File: src/rtl/sat_mac_pkg.sv
package sat_mac_pkg;

  // Strobes passed from control to datapath, already prioritised.
  typedef struct packed {
    logic clr;
    logic mac;
    logic word;
    logic sat;
    logic ldHi;
    logic ldLo;
  } macCtl_t;

  localparam int DEF_WORD_W  = 32;
  localparam int DEF_HALF_W  = 16;
  localparam int DEF_CLAMP_W = 48;

endpackage

File: src/rtl/sat_mac_ctrl.sv
module sat_mac_ctrl
  import sat_mac_pkg::*;
(
  input  logic    opValid,
  input  logic    opWord,
  input  logic    satEn,
  input  logic    accClear,
  input  logic    loadHi,
  input  logic    loadLo,
  output macCtl_t ctl
);

  // Priority: clear, then operation, then the word loads.
  always_comb begin
    ctl      = '0;
    ctl.clr  = accClear;
    ctl.mac  = opValid & ~accClear;
    ctl.word = opWord;
    ctl.sat  = satEn;
    ctl.ldHi = loadHi & ~accClear & ~opValid;
    ctl.ldLo = loadLo & ~accClear & ~opValid;
  end

endmodule

File: src/rtl/sat_mac_clamp.sv
module sat_mac_clamp #(
  parameter int WORD_W  = 32,
  parameter int CLAMP_W = 48
) (
  input  logic [2*WORD_W-1:0] sumIn,
  input  logic                isWord,
  input  logic                satOn,
  output logic [2*WORD_W-1:0] sumOut
);

  localparam int ACC_W    = 2 * WORD_W;
  localparam int KEEP_W   = CLAMP_W - 1 - WORD_W;  // high-word bits kept when positive
  localparam int ONES_W   = ACC_W - CLAMP_W;       // high-word bits forced when negative
  localparam logic [WORD_W-1:0] POS_MASK = WORD_W'((64'd1 << KEEP_W) - 64'd1);
  localparam logic [WORD_W-1:0] NEG_FILL = ~WORD_W'((64'd1 << (WORD_W - ONES_W)) - 64'd1);
  localparam logic [ACC_W-1:0]  POS_LIM  = {{(WORD_W + 1){1'b0}}, {(WORD_W - 1){1'b1}}};
  localparam logic [ACC_W-1:0]  NEG_LIM  = {{(WORD_W + 1){1'b1}}, {(WORD_W - 1){1'b0}}};
  localparam logic [WORD_W-1:0] MARK_HI  = WORD_W'(1);

  logic [WORD_W-1:0] sumHi;
  logic [WORD_W-1:0] sumLo;
  logic              sumNeg;
  logic              overTop;
  logic              underBot;

  assign sumHi    = sumIn[ACC_W-1:WORD_W];
  assign sumLo    = sumIn[WORD_W-1:0];
  assign sumNeg   = sumIn[ACC_W-1];
  assign overTop  = $signed(sumIn) > $signed(POS_LIM);
  assign underBot = $signed(sumIn) < $signed(NEG_LIM);

  always_comb begin
    sumOut = sumIn;
    if (satOn) begin
      if (!isWord) begin
        if (sumNeg) sumOut = {sumHi | NEG_FILL, sumLo};
        else        sumOut = {sumHi & POS_MASK, sumLo};
      end else if (underBot) begin
        sumOut = {MARK_HI, NEG_LIM[WORD_W-1:0]};
      end else if (overTop) begin
        sumOut = {MARK_HI, POS_LIM[WORD_W-1:0]};
      end
    end
  end

endmodule

File: src/rtl/sat_mac_dp.sv
module sat_mac_dp
  import sat_mac_pkg::*;
#(
  parameter int WORD_W  = 32,
  parameter int HALF_W  = 16,
  parameter int CLAMP_W = 48
) (
  input  logic              clk,
  input  logic              rstN,
  input  macCtl_t           ctl,
  input  logic [WORD_W-1:0] opA,
  input  logic [WORD_W-1:0] opB,
  input  logic [WORD_W-1:0] loadData,
  output logic [WORD_W-1:0] accHi,
  output logic [WORD_W-1:0] accLo
);

  localparam int ACC_W = 2 * WORD_W;

  logic [ACC_W-1:0] longA, longB, wordA, wordB;
  logic [ACC_W-1:0] mulA, mulB, product, rawSum, clipSum;

  // Sign extension for each form.
  assign longA = {{WORD_W{opA[WORD_W-1]}}, opA};
  assign longB = {{WORD_W{opB[WORD_W-1]}}, opB};
  assign wordA = {{(ACC_W - HALF_W){opA[HALF_W-1]}}, opA[HALF_W-1:0]};
  assign wordB = {{(ACC_W - HALF_W){opB[HALF_W-1]}}, opB[HALF_W-1:0]};

  assign mulA    = ctl.word ? wordA : longA;
  assign mulB    = ctl.word ? wordB : longB;
  assign product = mulA * mulB;            // low ACC_W bits of the signed product
  assign rawSum  = {accHi, accLo} + product;

  sat_mac_clamp #(
    .WORD_W (WORD_W),
    .CLAMP_W(CLAMP_W)
  ) uClamp (
    .sumIn (rawSum),
    .isWord(ctl.word),
    .satOn (ctl.sat),
    .sumOut(clipSum)
  );

  always_ff @(posedge clk or negedge rstN) begin
    if (!rstN) begin
      accHi <= '0;
      accLo <= '0;
    end else if (ctl.clr) begin
      accHi <= '0;
      accLo <= '0;
    end else if (ctl.mac) begin
      accHi <= clipSum[ACC_W-1:WORD_W];
      accLo <= clipSum[WORD_W-1:0];
    end else begin
      if (ctl.ldHi) accHi <= loadData;
      if (ctl.ldLo) accLo <= loadData;
    end
  end

endmodule

File: src/rtl/sat_mac_unit.sv
module sat_mac_unit
  import sat_mac_pkg::*;
#(
  parameter int WORD_W  = DEF_WORD_W,
  parameter int HALF_W  = DEF_HALF_W,
  parameter int CLAMP_W = DEF_CLAMP_W
) (
  input  logic              clk,
  input  logic              rstN,
  input  logic              opValid,
  input  logic              opWord,
  input  logic [WORD_W-1:0] opA,
  input  logic [WORD_W-1:0] opB,
  input  logic              satEn,
  input  logic              accClear,
  input  logic              loadHi,
  input  logic              loadLo,
  input  logic [WORD_W-1:0] loadData,
  output logic [WORD_W-1:0] accHi,
  output logic [WORD_W-1:0] accLo
);

  macCtl_t ctl;

  sat_mac_ctrl uCtrl (
    .opValid (opValid),
    .opWord  (opWord),
    .satEn   (satEn),
    .accClear(accClear),
    .loadHi  (loadHi),
    .loadLo  (loadLo),
    .ctl     (ctl)
  );

  sat_mac_dp #(
    .WORD_W (WORD_W),
    .HALF_W (HALF_W),
    .CLAMP_W(CLAMP_W)
  ) uDp (
    .clk     (clk),
    .rstN    (rstN),
    .ctl     (ctl),
    .opA     (opA),
    .opB     (opB),
    .loadData(loadData),
    .accHi   (accHi),
    .accLo   (accLo)
  );

endmodule

File: config.mk
export PLATFORM = sky130hd
export DESIGN_NAME = sat_mac_unit
export DESIGN_NICKNAME = d
export VERILOG_FILES = /design/src/rtl/sat_mac_pkg.sv /design/src/rtl/sat_mac_ctrl.sv /design/src/rtl/sat_mac_clamp.sv /design/src/rtl/sat_mac_dp.sv /design/src/rtl/sat_mac_unit.sv
export SDC_FILE = /design/constraint.sdc
export NUM_CORES = 2
export LEC_CHECK = 0
export BUFFER_PORTS_ARGS = -buffer_cell sky130_fd_sc_hd__buf_2
export CAP_MARGIN = 15
export CELL_PAD_IN_SITES_DETAIL_PLACEMENT = 1
export CELL_PAD_IN_SITES_GLOBAL_PLACEMENT = 2
export CORE_MARGIN = 2
export CORE_UTILIZATION = 39
export CTS_BUF_LIST = sky130_fd_sc_hd__clkbuf_4 sky130_fd_sc_hd__clkbuf_8
export CTS_CLUSTER_DIAMETER = 40
export DETAILED_ROUTE_END_ITERATION = 12
export PLACE_DENSITY = 0.93
export SYNTH_ARGS = -nofsm -noshare
export SYNTH_HDL_FRONTEND = slang
export SYNTH_HIERARCHICAL = 1
export SYNTH_SLANG_ARGS = --single-unit
File: constraint.sdc
create_clock -name clk -period 7 [get_ports clk]
set_input_delay 1.05 -clock clk [delete_from_list [all_inputs] [get_ports clk]]
set_output_delay 1.05 -clock clk [all_outputs]
set_load 0.01 [all_outputs]
==> metrics.yaml <==
outcome:
  outcome: "complete, but fails checks"
  violations: "negative setup slack"
worst_setup_path:
  max_stage_delay_ps: 620
  crit_required_ps: 7210
  r2r-start: "uDp/accHi[5]$_DFFE_PN0P_"
  cp_common_cell: "fa_1"
  crit_path_end_kind: "flip-flop"
  regToRegEndpoint: "uDp/accLo[28]$_DFFE_PN0P_"
  worstSetupStartpointType: "primary input"
  r2r_setup_slack_ps: -1370
  cp_max_fo: 21
  reg2regPathDepth: 30
  cp_slowest_cell: "fa_1"
  worst-setup-path-type: "primary input to flip-flop"
  critical_path_arrival_ps: 12380
synthesis:
  synth_area_leaders: "fa_1, inv_1, ha_1"
  synth_common_cells: "inv_1, fa_1, nand2_1, and2_1, nor2_1"
  async_flop_share_pct: 100
  synth_edf_count: 0
  yosysSeqAreaShare_pct: 3.11
  yosys.area.top_type: "fa_1"
  ys_types: 73
  syn_area_mm2: 0.0515
  synth_nets: 7374
  synthCells: 5533
  yosysMostFrequentCell: "inv_1"
  synth_flop_cell: "dfrtp_1"
  yosysTopAreaCellShare_pct: 55.7
  avgSynthCellArea_um2: 9.31
  synth.ff_latch_count: 64
  yosys_warnings: 6
floorplan:
  start_util_pct: 39.2
  die_w_um: 367
  pin_count: 168
  core_area_mm2: 0.131
  dieArea_mm2: 0.135
  die-height_um: 367
  rows: 133
timing:
  tightest_slew_ps: 965
  min_period_ps: 12170
  max_freq_mhz: 82.2
  hold_violations: 0
  fin_skew_ps: 19.5
  grt_setup_unrepaired: "true"
  maxSlewHeadroom_pct: 35.7
  period_share_pct: 174
  fin_ws_ps: -5170
  setup_viol: 64
  drv_slew: 0
clock_tree:
  worstSkewPairLatency_ps: 370
  clock_path_buffers: 2
  cts_htree_levels: 3
  path_clk_slew_ps: 80
  cts_hold_buf: 0
  cts_root_buf: "clkbuf_8"
  cts_made_buffers: 9
  cts_tree: "done"
  clock_sinks: 64
finish:
  fin_nets: 8223
  area_growth_pct: 22.2
  drive_gt1_share_pct: 22.2
  fill_cells: 14883
routing:
  first_pass_iters: 7
  drt_iter0_drc: 5356
  route.detailed.drc: 0
  highest_layer: "met5"
  avgViaCountPerCell: 5.82
  wl_met1_mm: 81.9
  wl_met3_mm: 31.0
  routed_wirelength_mm: 257
  wl_per_cell_um: 31.6
  vias: 47421
  wl_met2_mm: 115
  ant_nets: 0
global_routing:
  grt.total_usage_pct: 35.2
  grt_pass1_vias: 53833
  grt_max_degree: 74
  grt_pass1_wl_mm: 350
  grt_overflow: 0
  antenna_found_initial: 25
placed_design:
  io_buffers: 167
  place_ws_ps: -5060
  dp_hpwl_mm: 195
  gp_congestion: 0.995
hold_path:
  worstHoldStart: "uDp/accLo[0]$_DFFE_PN0P_"
  hold_class: "flip-flop to flip-flop"
  min_to: "uDp/accLo[0]$_DFFE_PN0P_"
  holdPathStages: 4
run:
  max_cap_violations: 0
worst max path at each step:
stage                     slack (ps)  startpoint  depth (start not counted)                        end
after floorplan                -4060      opWord                         42   uDp/accHi[6]$_DFFE_PN0P_
after global placement         -4650      opWord                         42  uDp/accHi[25]$_DFFE_PN0P_
after detailed placement       -5060      opWord                         43  uDp/accHi[22]$_DFFE_PN0P_
after CTS                      -4120      opWord                         40  uDp/accHi[22]$_DFFE_PN0P_
after global routing           -5140      opWord                         46  uDp/accLo[28]$_DFFE_PN0P_
final                          -5170     opB[15]                         45  uDp/accLo[28]$_DFFE_PN0P_
area by class of cell:
cell class / instances / area (µm²) / share of cell area, %
Clock buffer: 10 / 138 / 0.219
Antenna cell: 7 / 17.5 / 0.0278
Clock inverter: 4 / 22.5 / 0.0358
Timing Repair Buffer: 1088 / 8780 / 14.0
Sequential cell: 64 / 1600 / 2.54
Multi-Input combinational cell: 3679 / 44400 / 70.5
Tap cell: 1755 / 2200 / 3.49
Inverter: 1540 / 5790 / 9.20
cells by family (layout without fill, tap and decap cells):
kind of cell,Yosys count,after routing,synth area share [%]
buf+inv,1791,2642,13.1
fa+ha+maj,1737,1737,63.1
simple gates,1356,1357,12.4
compound gates,414,414,5.15
xor+xnor,105,105,1.79
mux,66,66,1.29
flops,64,64,3.11
other cells,0,7,0
critical path, delay by kind of cell:
family	cells	cell delay, ps
buf+inv	15	2260
fa+ha+maj	11	5140
xor+xnor	1	130
simple gates	7	1590
compound gates	11	2160
flip-flops by register name (all words and copies together), names as in the netlist:
| signal | cells |
|---|---|
| uDp/accHi | 32 |
| uDp/accLo | 32 |
per-stage QoR:
step | hold slack [ps] | instance area (µm²) | cells | util, % | TNS, ps
after floorplan | 686 | 51600 | 5533 | - | -255370
after global placement | 688 | 60800 | 8057 | 46.3 | -292200
after detailed placement | 706 | 60800 | 8057 | 46.3 | -318600
after CTS | 723 | 61800 | 8104 | 47.1 | -259960
after global routing | 809 | 62900 | 8142 | 47.9 | -318850
final | 726 | 62900 | 8147 | 47.9 | -318080
repair_timing:
action,in CTS,in global routing
pin swaps,126,142
endpoints found under the setup margin,64,64
gates cloned,2,6
buffers inserted,32,31
gates resized for setup,158,207
placed cells by master, fill, tap and decap left out, types with 8 or more instances in the layout:
| cell type | n |
|---|---|
| inv_1 | 1495 |
| fa_1 | 1344 |
| buf_4 | 830 |
| nand2_1 | 500 |
| and2_1 | 411 |
| nor2_1 | 313 |
| ha_1 | 286 |
| buf_2 | 164 |
| a21oi_1 | 125 |
| fa_2 | 89 |
| xnor2_1 | 76 |
| buf_12 | 66 |
| a21o_1 | 65 |
| mux2i_1 | 64 |
| dfrtp_1 | 64 |
| a21oi_2 | 43 |
| inv_2 | 43 |
| o21a_1 | 38 |
| o21ai_0 | 27 |
| nand4_1 | 26 |
| xor2_1 | 23 |
| o21ai_2 | 20 |
| buf_6 | 18 |
| o21ai_1 | 17 |
| ha_4 | 17 |
| nand3_1 | 15 |
| o21bai_1 | 13 |
| clkbuf_8 | 10 |
| and2_4 | 9 |
| nand2_2 | 9 |
| nor2_2 | 9 |
| a21oi_4 | 8 |
layer usage:
metal	global-route usage, %	vias up
li1	-	17567
met1	39.4	24119
met2	57.6	3905
met3	10.0	1794
met4	25.4	36
met5	0.249	-
Power is not shown: default switching activity piles up to over one toggle a cycle in this logic, so the estimate is an artifact.
